## config.mk

```make
export PLATFORM = sky130hd
export DESIGN_NAME = eq_ctrl_slave
export DESIGN_NICKNAME = d
export VERILOG_FILES = /design/src/rtl/eq_ctrl_pkg.sv /design/src/rtl/eq_line_sync.sv /design/src/rtl/eq_byte_engine.sv /design/src/rtl/eq_band_regs.sv /design/src/rtl/eq_ctrl_slave.sv
export SDC_FILE = /design/constraint.sdc
export NUM_CORES = 1
export LEC_CHECK = 0
export ABC_AREA = 1
export ABC_CLOCK_PERIOD_IN_PS = 2100
export CAP_MARGIN = 20
export CORE_MARGIN = 1.5
export CORE_UTILIZATION = 57
export CTS_CLUSTER_DIAMETER = 100
export DETAILED_ROUTE_END_ITERATION = 10
export HOLD_SLACK_MARGIN = 0.12
export PLACE_DENSITY_LB_ADDON = 0.3
export SETUP_SLACK_MARGIN = 0.5
export SYNTH_ARGS = -nofsm -noshare
export SYNTH_HDL_FRONTEND = slang
export SYNTH_SLANG_ARGS = --single-unit
```

## constraint.sdc

```tcl
create_clock -name clk -period 2.1 [get_ports clk]
set_clock_uncertainty 0.2 [all_clocks]
set_input_delay 0.42 -clock clk [delete_from_list [all_inputs] [get_ports clk]]
set_output_delay 0.42 -clock clk [all_outputs]
set_load 0.005 [all_outputs]
```

## src/rtl/eq_ctrl_pkg.sv

```systemverilog
package eq_ctrl_pkg;

  localparam int unsigned BANDS_DEF    = 5;
  localparam int unsigned STEP_W_DEF   = 3;
  localparam int unsigned MAX_STEP_DEF = 5;

  typedef enum logic [2:0] {
    PH_IDLE,
    PH_ADDR,
    PH_SUB,
    PH_DATA,
    PH_IGNORE
  } bus_phase_t;

  // saturate a raw control code at the top step
  function automatic logic [STEP_W_DEF-1:0] sat_step(input logic [STEP_W_DEF-1:0] code,
                                                     input int unsigned max_step);
    if (int'(code) > int'(max_step)) return STEP_W_DEF'(max_step);
    return code;
  endfunction

endpackage

```

## src/rtl/eq_line_sync.sv

```systemverilog
module eq_line_sync #(
  parameter int unsigned WIDTH     = 3,
  parameter logic [WIDTH-1:0] RST_VAL = '1
) (
  input  logic             clk,
  input  logic             rst,
  input  logic [WIDTH-1:0] async_i,
  output logic [WIDTH-1:0] sync_o
);

  logic [WIDTH-1:0] meta_q;
  logic [WIDTH-1:0] stab_q;

  always_ff @(posedge clk) begin
    if (rst) begin
      meta_q <= RST_VAL;
      stab_q <= RST_VAL;
    end else begin
      meta_q <= async_i;
      stab_q <= meta_q;
    end
  end

  assign sync_o = stab_q;

endmodule

```

## src/rtl/eq_byte_engine.sv

```systemverilog
module eq_byte_engine
  import eq_ctrl_pkg::*;
#(
  parameter logic [6:0] BASE_ADDR = 7'h42,
  parameter int unsigned SUB_W    = 8
) (
  input  logic             clk,
  input  logic             rst,
  input  logic             scl_s,
  input  logic             sda_s,
  input  logic             sel_s,
  output logic             pull_o,
  output logic             wr_en_o,
  output logic [SUB_W-1:0] wr_addr_o,
  output logic [7:0]       wr_data_o
);

  localparam logic [3:0]       LAST_BIT = 4'd8;
  localparam logic [SUB_W-1:0] SUB_TOP  = '1;

  logic scl_d, sda_d;
  logic scl_rise, scl_fall, start_det, stop_det;

  always_ff @(posedge clk) begin
    if (rst) begin
      scl_d <= 1'b1;
      sda_d <= 1'b1;
    end else begin
      scl_d <= scl_s;
      sda_d <= sda_s;
    end
  end

  assign scl_rise  = scl_s & ~scl_d;
  assign scl_fall  = ~scl_s & scl_d;
  assign start_det = scl_s & scl_d & sda_d & ~sda_s;
  assign stop_det  = scl_s & scl_d & ~sda_d & sda_s;

  bus_phase_t       phase;
  logic [3:0]       bit_cnt;
  logic [7:0]       shreg;
  logic             in_ack;
  logic             pull_q;
  logic [SUB_W-1:0] sub_ptr;
  logic [7:0]       own_wr_byte;
  logic             receiving;

  assign own_wr_byte = {BASE_ADDR[6:1], sel_s, 1'b0};
  assign receiving   = (phase == PH_ADDR) || (phase == PH_SUB) || (phase == PH_DATA);

  always_ff @(posedge clk) begin
    if (rst) begin
      phase     <= PH_IDLE;
      bit_cnt   <= '0;
      shreg     <= '0;
      in_ack    <= 1'b0;
      pull_q    <= 1'b0;
      sub_ptr   <= '0;
      wr_en_o   <= 1'b0;
      wr_addr_o <= '0;
      wr_data_o <= '0;
    end else begin
      wr_en_o <= 1'b0;
      if (stop_det) begin
        phase   <= PH_IDLE;
        bit_cnt <= '0;
        in_ack  <= 1'b0;
        pull_q  <= 1'b0;
      end else if (start_det) begin
        phase   <= PH_ADDR;
        bit_cnt <= '0;
        in_ack  <= 1'b0;
        pull_q  <= 1'b0;
      end else if (receiving) begin
        if (scl_rise && !in_ack && bit_cnt < LAST_BIT) begin
          shreg   <= {shreg[6:0], sda_s};
          bit_cnt <= bit_cnt + 4'd1;
        end
        if (scl_fall) begin
          if (in_ack) begin
            in_ack  <= 1'b0;
            pull_q  <= 1'b0;
            bit_cnt <= '0;
          end else if (bit_cnt == LAST_BIT) begin
            unique case (phase)
              PH_ADDR: begin
                if (shreg == own_wr_byte) begin
                  in_ack <= 1'b1;
                  pull_q <= 1'b1;
                  phase  <= PH_SUB;
                end else begin
                  pull_q <= 1'b0;
                  phase  <= PH_IGNORE;
                end
              end
              PH_SUB: begin
                in_ack  <= 1'b1;
                pull_q  <= 1'b1;
                sub_ptr <= shreg[SUB_W-1:0];
                phase   <= PH_DATA;
              end
              default: begin
                in_ack    <= 1'b1;
                pull_q    <= 1'b1;
                wr_en_o   <= 1'b1;
                wr_addr_o <= sub_ptr;
                wr_data_o <= shreg;
                if (sub_ptr != SUB_TOP) sub_ptr <= sub_ptr + 1'b1;
              end
            endcase
          end
        end
      end
    end
  end

  assign pull_o = pull_q;


  ignore_silent_chk: assert property (@(posedge clk) disable iff (rst)
    (phase == PH_IGNORE) |-> !pull_q);


  ack_on_fall_chk: assert property (@(posedge clk) disable iff (rst)
    $rose(pull_q) |-> $past(scl_fall));


  strobe_in_data_chk: assert property (@(posedge clk) disable iff (rst)
    wr_en_o |-> (phase == PH_DATA && pull_q));


  reset_idle_chk: assert property (@(posedge clk) disable iff (rst)
    $fell(rst) |-> (phase == PH_IDLE && !pull_q && !wr_en_o));


  start_restart_chk: assert property (@(posedge clk) disable iff (rst)
    (start_det && !stop_det) |=> (phase == PH_ADDR && bit_cnt == 4'd0 && !pull_q));

endmodule

```

## src/rtl/eq_band_regs.sv

```systemverilog
module eq_band_regs
  import eq_ctrl_pkg::*;
#(
  parameter int unsigned BANDS    = BANDS_DEF,
  parameter int unsigned STEP_W   = STEP_W_DEF,
  parameter int unsigned MAX_STEP = MAX_STEP_DEF,
  parameter int unsigned SUB_W    = 8
) (
  input  logic                    clk,
  input  logic                    rst,
  input  logic                    wr_en,
  input  logic [SUB_W-1:0]        wr_addr,
  input  logic [7:0]              wr_data,
  output logic [BANDS*STEP_W-1:0] boost_o,
  output logic [BANDS*STEP_W-1:0] cut_o,
  output logic                    defeat_o
);

  localparam int unsigned BOOST_LSB = 4;
  localparam int unsigned CUT_LSB   = 0;
  localparam int unsigned DEF_BIT   = 7;

  logic [STEP_W-1:0] boost_q [BANDS];
  logic [STEP_W-1:0] cut_q   [BANDS];
  logic              def_q;
  logic              unused_bits;

  assign unused_bits = wr_data[3];

  always_ff @(posedge clk) begin
    if (rst) begin
      def_q <= 1'b1;
    end else if (wr_en && wr_addr == '0) begin
      def_q <= wr_data[DEF_BIT];
    end
  end

  always_ff @(posedge clk) begin
    if (rst) defeat_o <= 1'b1;
    else     defeat_o <= def_q;
  end

  for (genvar b = 0; b < BANDS; b++) begin : g_band
    always_ff @(posedge clk) begin
      if (rst) begin
        boost_q[b] <= '0;
        cut_q[b]   <= '0;
      end else if (wr_en && wr_addr == SUB_W'(b)) begin
        boost_q[b] <= wr_data[BOOST_LSB +: STEP_W];
        cut_q[b]   <= wr_data[CUT_LSB +: STEP_W];
      end
    end

    always_ff @(posedge clk) begin
      if (rst || def_q) begin
        boost_o[b*STEP_W +: STEP_W] <= '0;
        cut_o[b*STEP_W +: STEP_W]   <= '0;
      end else begin
        boost_o[b*STEP_W +: STEP_W] <= sat_step(boost_q[b], MAX_STEP);
        cut_o[b*STEP_W +: STEP_W]   <= sat_step(cut_q[b], MAX_STEP);
      end
    end


    step_limit_chk: assert property (@(posedge clk) disable iff (rst)
      (int'(boost_o[b*STEP_W +: STEP_W]) <= int'(MAX_STEP)) &&
      (int'(cut_o[b*STEP_W +: STEP_W]) <= int'(MAX_STEP)));


    far_write_drop_chk: assert property (@(posedge clk) disable iff (rst)
      (wr_en && int'(wr_addr) >= int'(BANDS)) |=> ($stable(boost_q[b]) && $stable(cut_q[b])));
  end


  defeat_flat_chk: assert property (@(posedge clk) disable iff (rst)
    defeat_o |-> (boost_o == '0 && cut_o == '0));


  reset_default_chk: assert property (@(posedge clk) disable iff (rst)
    $fell(rst) |-> (defeat_o && boost_o == '0 && cut_o == '0));

endmodule

```

## src/rtl/eq_ctrl_slave.sv

```systemverilog
module eq_ctrl_slave
  import eq_ctrl_pkg::*;
#(
  parameter int unsigned BANDS     = BANDS_DEF,
  parameter int unsigned STEP_W    = STEP_W_DEF,
  parameter int unsigned MAX_STEP  = MAX_STEP_DEF,
  parameter logic [6:0]  BASE_ADDR = 7'h42
) (
  input  logic                    clk,
  input  logic                    rst,
  input  logic                    scl_i,
  input  logic                    sda_i,
  input  logic                    addr_sel_i,
  output logic                    sda_pull_o,
  output logic [BANDS*STEP_W-1:0] band_boost_o,
  output logic [BANDS*STEP_W-1:0] band_cut_o,
  output logic                    defeat_o
);

  localparam int unsigned SUB_W   = 8;
  localparam int unsigned N_LINES = 3;

  logic [N_LINES-1:0] lines_s;
  logic               wr_en;
  logic [SUB_W-1:0]   wr_addr;
  logic [7:0]         wr_data;

  eq_line_sync #(
    .WIDTH   (N_LINES),
    .RST_VAL ({N_LINES{1'b1}})
  ) u_sync (
    .clk     (clk),
    .rst     (rst),
    .async_i ({addr_sel_i, sda_i, scl_i}),
    .sync_o  (lines_s)
  );

  eq_byte_engine #(
    .BASE_ADDR (BASE_ADDR),
    .SUB_W     (SUB_W)
  ) u_engine (
    .clk       (clk),
    .rst       (rst),
    .scl_s     (lines_s[0]),
    .sda_s     (lines_s[1]),
    .sel_s     (lines_s[2]),
    .pull_o    (sda_pull_o),
    .wr_en_o   (wr_en),
    .wr_addr_o (wr_addr),
    .wr_data_o (wr_data)
  );

  eq_band_regs #(
    .BANDS    (BANDS),
    .STEP_W   (STEP_W),
    .MAX_STEP (MAX_STEP),
    .SUB_W    (SUB_W)
  ) u_regs (
    .clk      (clk),
    .rst      (rst),
    .wr_en    (wr_en),
    .wr_addr  (wr_addr),
    .wr_data  (wr_data),
    .boost_o  (band_boost_o),
    .cut_o    (band_cut_o),
    .defeat_o (defeat_o)
  );

endmodule

```

# ---- Yosys cells after proc, flatten, opt, wreduce, memory -nomap -nowiden
# Memories as Yosys holds them, arrays and structs flattened.
# Index checks and enable logic that the tools add are counted.
dict set report op_classes {
  addsub 2
  n_lt_le_gt_ge 11
  eq_ne 11
  n_mux 86
  bitwise 29
  n_reduce_logical 30
}
# cell n
set op_table {}
lappend op_table {{$mux 3} 31}
lappend op_table {{$mux 1} 49}
lappend op_table {{$gt 3x3->1 const B} 10}
lappend op_table {{$eq 8x2->1 const B} 2}
lappend op_table {{$pmux 8 s2} 1}
lappend op_table {{$mux 4} 3}
lappend op_table {{$not 1->1} 12}
lappend op_table {{$reduce_bool 2->1} 6}
lappend op_table {{$or 1x1->1} 10}
lappend op_table {{$reduce_and 5->1} 2}
lappend op_table {{$add 8x1->8 const B} 1}
lappend op_table {{$eq 8x1->1 const B} 1}
lappend op_table {{$eq 8x3->1 const B} 1}
lappend op_table {{$eq 8x8->1} 1}
lappend op_table {{$logic_not 8->1} 1}
lappend op_table {{$mux 8} 1}
lappend op_table {{$ne 8x8->1 const B} 1}
lappend op_table {{$reduce_and 8->1} 1}
lappend op_table {{$and 1x1->1} 7}
lappend op_table {{$logic_and 1x1->1} 7}
lappend op_table {{$reduce_and 7->1} 1}
lappend op_table {{$reduce_or 7->1} 1}
lappend op_table {{$eq 3x2->1 const B} 2}
lappend op_table {{$pmux 3 s2} 1}
lappend op_table {{other kinds (13)} 16}
dict set report totals {
  regBits 82
  ramBits 30
  input_bits 5
  mem_count 2
}
# name depth word_bits read_ports rd_clocked_by_memory_dff wr line_no
set mem_list {}
lappend mem_list {u_regs.boost_q 5 3 5 0 5 eq_band_regs.sv:23} ;# logic [STEP_W-1:0] boost_q [BANDS];
lappend mem_list {u_regs.cut_q 5 3 5 0 5 eq_band_regs.sv:24} ;# logic [STEP_W-1:0] cut_q [BANDS];

# ---- Depth between registers and ports, before layout
dict set report depth {
  word_depth 8
  depth_mapped 11
  mapped_depth_nobuf 10
}

# ---- By module
# A second synthesis with hierarchy kept.
dict set report unflattened {
  cells_unflattened 522
  area_unflattened_um2 4466.8
}
# mod instances cells_per_inst area_each_um2 seq_area_each_um2
set by_module_without_submodules {}
lappend by_module_without_submodules {eq_band_regs 1 220 2232.1 1541.5}
lappend by_module_without_submodules {eq_byte_engine 1 283 2065.7 880.8}
lappend by_module_without_submodules {eq_line_sync 1 19 168.9 120.1}

# ---- Worst setup path after synthesis
# No wires, ideal clock.
dict set report synth_timing {
  kind {reg2reg}
  start {register u_engine.bit_cnt[0]}
  end {register u_engine.wr_addr_o[2]}
  setup_ns 0.112
  arrival_time_ns 1.424
  required_time_ns 1.788
  slack_ns 0.364
  path_stages_with_launch 12
  period_less_slack_ns 1.736
  path_cell_list {dfxtp_1 inv_1 ha_1 nand2_1 nor2_1 nand3_4 nor2_8 nand3_2 buf_6 buf_6 nor2_2 nor2_1}
}
dict set report synth_via {
  elab_chain_len 2
}
# item line_no
set synth_lines {}
lappend synth_lines {{start: declaration} eq_byte_engine.sv:40} ;# logic [3:0] bit_cnt;
lappend synth_lines {{start signal: assignment} eq_byte_engine.sv:77} ;# bit_cnt <= bit_cnt + 4'd1;
lappend synth_lines {{$eq 4x4->1} eq_byte_engine.sv:84} ;# end else if (bit_cnt == LAST_BIT) begin
lappend synth_lines {{$reduce_and 7->1 (no source line)} --}
lappend synth_lines {{end signal: assignment} eq_byte_engine.sv:106} ;# wr_addr_o <= sub_ptr;
lappend synth_lines {{end: declaration} eq_byte_engine.sv:14} ;# output logic [SUB_W-1:0] wr_addr_o,
# Every way passes these cells.
# A chain may end at the register's enable or synchronous reset.

# ---- Worst setup path in the final report
dict set report layout_timing {
  start {register u_engine.bit_cnt[0]}
  end {register u_engine.wr_addr_o[3]}
}
# The elaborated chain is that of the path after synthesis.

==> metrics.md <==
| Metric | Value |
|---|---|
| Status | `completed` |
| Slew Limit Headroom | `75.5%` |
| Vias after detailed routing | `3358` |
| Flop-to-flop setup slack | `0.29 ns` |
| H-Tree Depth | `3` |
| DIE HEIGHT | `approximately 90 microns` |
| Post-synth EDFFs | `30` |
| First-pass GRT wire length | `13800 microns` |
| R2R Path Start | `u_engine.bit_cnt[0]$_SDFFE_PP0N_` |
| # DRC | `0` |
| Largest area contributor in the netlist | `dfxtp_1` |
| CP required | `2.19 ns` |
| Antenna diodes | `0` |
| Final cell count without fillers | `667` |
| CTS tree | `done` |
| Final TNS setup | `0 ns` |
| Synthesized area per cell | `8.62 sq um` |
| Final setup fails | `0` |
| Ranking of synthesized cells by area | `dfxtp_1 37%, edfxtp_1 21%, nor2_1 8.6%` |
| Internal power | `about 2.8 mW` |
| Crit path max-delay family | `simple AND/OR/NAND/NOR gates` |
| Die width | `90.3 microns` |
| CP max stage delay | `0.34 ns` |
| Area grow syn2layout | `27.1%` |
| Bufs and invs on worst path | `3` |
| Most frequent cells in the layout | `94 x nor2_1, 81 x nand2_1, 64 x dfxtp_1` |
| Avg WL per Cell | `12.7 microns` |
| Mapped cell area | `4340 sq um` |
| Critical path launch point type | `flop` |
| CP max-delay cell | `dfxtp_2` |
| Routed wire length | `approximately 8400 microns` |
| R2r worst-path depth | `11` |
| Layout fillers | `490` |
| Initial antenna violation count | `0` |
| Crit end category | `flop` |
| Setup CP Type | `reg2reg` |
| Multi-input gate area | `about 1700 sq um` |
| Total global routing overflow | `0` |
| Nets | `571` |
| Starting density of the core | `59.3%` |
| Clock network power share | `34.9%` |
| Max Cap Viol | `0` |
| Worst vdd ir | `0.334 mV` |
| Dpl cells | `631` |
| CP most frequent cell | `nand3_4` |
| I/O Pins | `37` |
| Mapped Cells | `504` |
| Leading cell type in the layout, fill and taps excluded | `nor2_1` |
| Clk buf depth | `2` |
| Die ar. | `between 8000 and 9000 sq um` |
| Sequential share of power | `slightly above 60%` |
| Hold path endpoint | `u_sync.sync_o[0]$_SDFF_PP1_` |
| Combinational share of power | `about 2.7%` |
| Setup ws final | `0.290 ns` |
| Sequential area share after synthesis | `between 50% and 60%` |
| Clock insertion delay at the later pin of the skew report | `0.38 ns` |
| Flops & latches, synth | `111` |
| Leak | `2.43 nW` |
| Hold Crit Depth | `1` |
| Hpwl dp | `5220 microns` |
| Crit path DAT | `1.90 ns` |
| Switching Fraction | `22.4%` |
| Critical hold path startpoint | `u_sync.meta_q[0]$_SDFF_PP1_` |
| Syn. warnings | `0` |
| Max Clk Rate | `0.553 GHz` |
| Via-to-Cell Ratio | `~5` |
| Ys async rst share | `0%` |
| Iter 0 DRT Violations | `170` |
| Unrepaired setup endpoints after global routing | `true` |
| Yosys cell types | `34` |
| Placer Congestion | `0.808` |
| Synth Flop Type | `dfxtp_1` |
| Largest net degree at the start of global routing | `30` |
| Post-synth top area share | `37.3%` |
| CP Cell Sequence | `inv_2 > ha_4 > nand2_4 > nor2_4 > nand3_4 > nor2_8 > nand3_4 > buf_6 > buf_16 > nor2_2 > nor2_1` |
| Register area | `2550 sq um` |
| Hold-fix buffers at CTS | `0` |
| Share of layout cells above drive strength 1 | `a little under a quarter` |
| HP Class | `reg2reg` |
| Cell Pwr Density | `651 nW/um^2` |
| Slew Viols, Final | `0` |
| Final count of hold timing violations | `0` |
| # rows | `31` |
| ANT nets after route | `0` |
| Clock transition at the registers of the reported paths | `0.10 ns` |
| I/O Buffers | `36` |
| # clock sinks | `111` |
| RR Endpoint | `u_engine.wr_addr_o[3]$_SDFFE_PP0P_` |
| TritonCTS buffer count | `9` |
| Pre-CTS WS | `0.0451 ns` |
| Core Region | `7330 sq um` |
| Number of global-route vias before repair | `3123` |
| Clock root buffer | `clkbuf_8` |
| Worst Tran Pin Value | `0.367 ns` |
| Crit Path Max Fanout | `7` |
| Drt pass-1 iters | `4` |
| Switching pwr | `~0.81 mW` |
| Fin crit share | `86.2%` |
| Syn Nets | `just over 500` |
| GRT Total Usage | `21.5%` |
| Final min period | `1.81 ns` |
==> how the worst max path moves through the flow <==
| stage | cells past startpoint | from | endpoint |
|---|---|---|---|
| 2_1_floorplan | 11 | u_engine.bit_cnt[0]$_SDFFE_PP0N_ | u_engine.wr_addr_o[2]$_SDFFE_PP0P_ |
| 3_3_place_gp | 3 | rst | u_regs.cut_q[0][0]$_SDFFCE_PN0P_ |
| 3_5_place_dp | 3 | rst | u_regs.cut_q[0][0]$_SDFFCE_PN0P_ |
| 4_1_cts | 11 | u_engine.bit_cnt[1]$_SDFFE_PP0N_ | u_engine.wr_addr_o[2]$_SDFFE_PP0P_ |
| 5_1_grt | 12 | u_engine.bit_cnt[1]$_SDFFE_PP0N_ | u_engine.wr_addr_o[3]$_SDFFE_PP0P_ |
| 6_report | 11 | u_engine.bit_cnt[0]$_SDFFE_PP0N_ | u_engine.wr_addr_o[3]$_SDFFE_PP0P_ |
==> area by class of cell <==
type / instances / share of cell area, %
timing repair buffer: 61 / 11.8
inverter: 70 / 4.78
clock buffer: 11 / 2.76
clock inverter: 5 / 0.838
multi-input combinational: 310 / 31.4
tap: 99 / 2.24
sequential: 111 / 46.1
==> routing by layer <==
layer | up-vias | share of wire [%] | global-route usage (%)
met2 | 103 | 51 | 36.6
met1 | 1536 | 41 | 24.5
met4 | 0 | 2.8 | 11.9
met5 | - | 0 | 0
met3 | 22 | 5.0 | 5.64
li1 | 1697 | - | -
==> worst register-to-register path, delay by kind of cell, from the launching register on <==
kind / cells / cell delay, ns
buffers and inverters: 3 / 0.39
DFF: 1 / 0.34
adders and majority gates: 1 / 0.14
and+or+nand+nor: 7 / 0.64
==> Yosys cell counts, drive strengths merged (4+ instances only) <==
library cell	n
a21oi	14
a22oi	10
buf	10
clkbuf	4
dfxtp	81
edfxtp	30
inv	69
nand2	97
nand3	16
nand4	6
nor2	116
nor3	6
o21ai	18
or2	12
==> power groups by stage <==
stage          Clock, mW  Combinational (mW)  Sequential [mW]
6_report            1.26              0.0984             2.24
5_1_grt             1.38               0.110             2.24
4_1_cts             1.28              0.0903             2.24
3_5_place_dp           0              0.0855             2.29
3_3_place_gp           0              0.0837             2.29
2_1_floorplan          0              0.0582             2.29
==> stage by stage <==
| step | utilization [%] | instance area [sq um] | total power [mW] | hold slack [ns] |
|---|---|---|---|---|
| detailed placement | 65.9 | 4830 | 2.38 | 0.198 |
| finish | 75.3 | 5520 | 3.59 | 0.217 |
| global placement | 65.9 | 4830 | 2.37 | 0.191 |
| global route | 75.3 | 5520 | 3.74 | 0.233 |
| floorplan | - | 4350 | 2.34 | 0.189 |
| CTS | 72.3 | 5300 | 3.61 | 0.220 |
==> kinds of logic after synthesis <==
group / Yosys count / share of synthesized area, %
compound gates: 45 / 5.90
xor+xnor: 3 / 0.605
fa+ha+maj: 3 / 0.864
buf+inv: 84 / 8.01
flops: 111 / 58.1
simple gates: 258 / 26.6
==> repair_timing <==
item,4_1_cts,5_1_grt
endpoints found under the hold margin,0,0
gates cloned,4,1
pin swaps,17,18
setup endpoints to repair,124,117
setup buffers,13,2
gates resized for setup,67,79
==> state kept, by name, summed over array words and instances, names as in the netlist, 7 cells and up <==
register            cells
u_engine.sub_ptr        8
u_regs.boost_q         15
u_regs.cut_o           15
u_engine.wr_addr_o      8
u_regs.cut_q           15
u_engine.wr_data_o      7
u_engine.shreg          8
u_regs.boost_o         15
(Power assumes the default switching activity.)
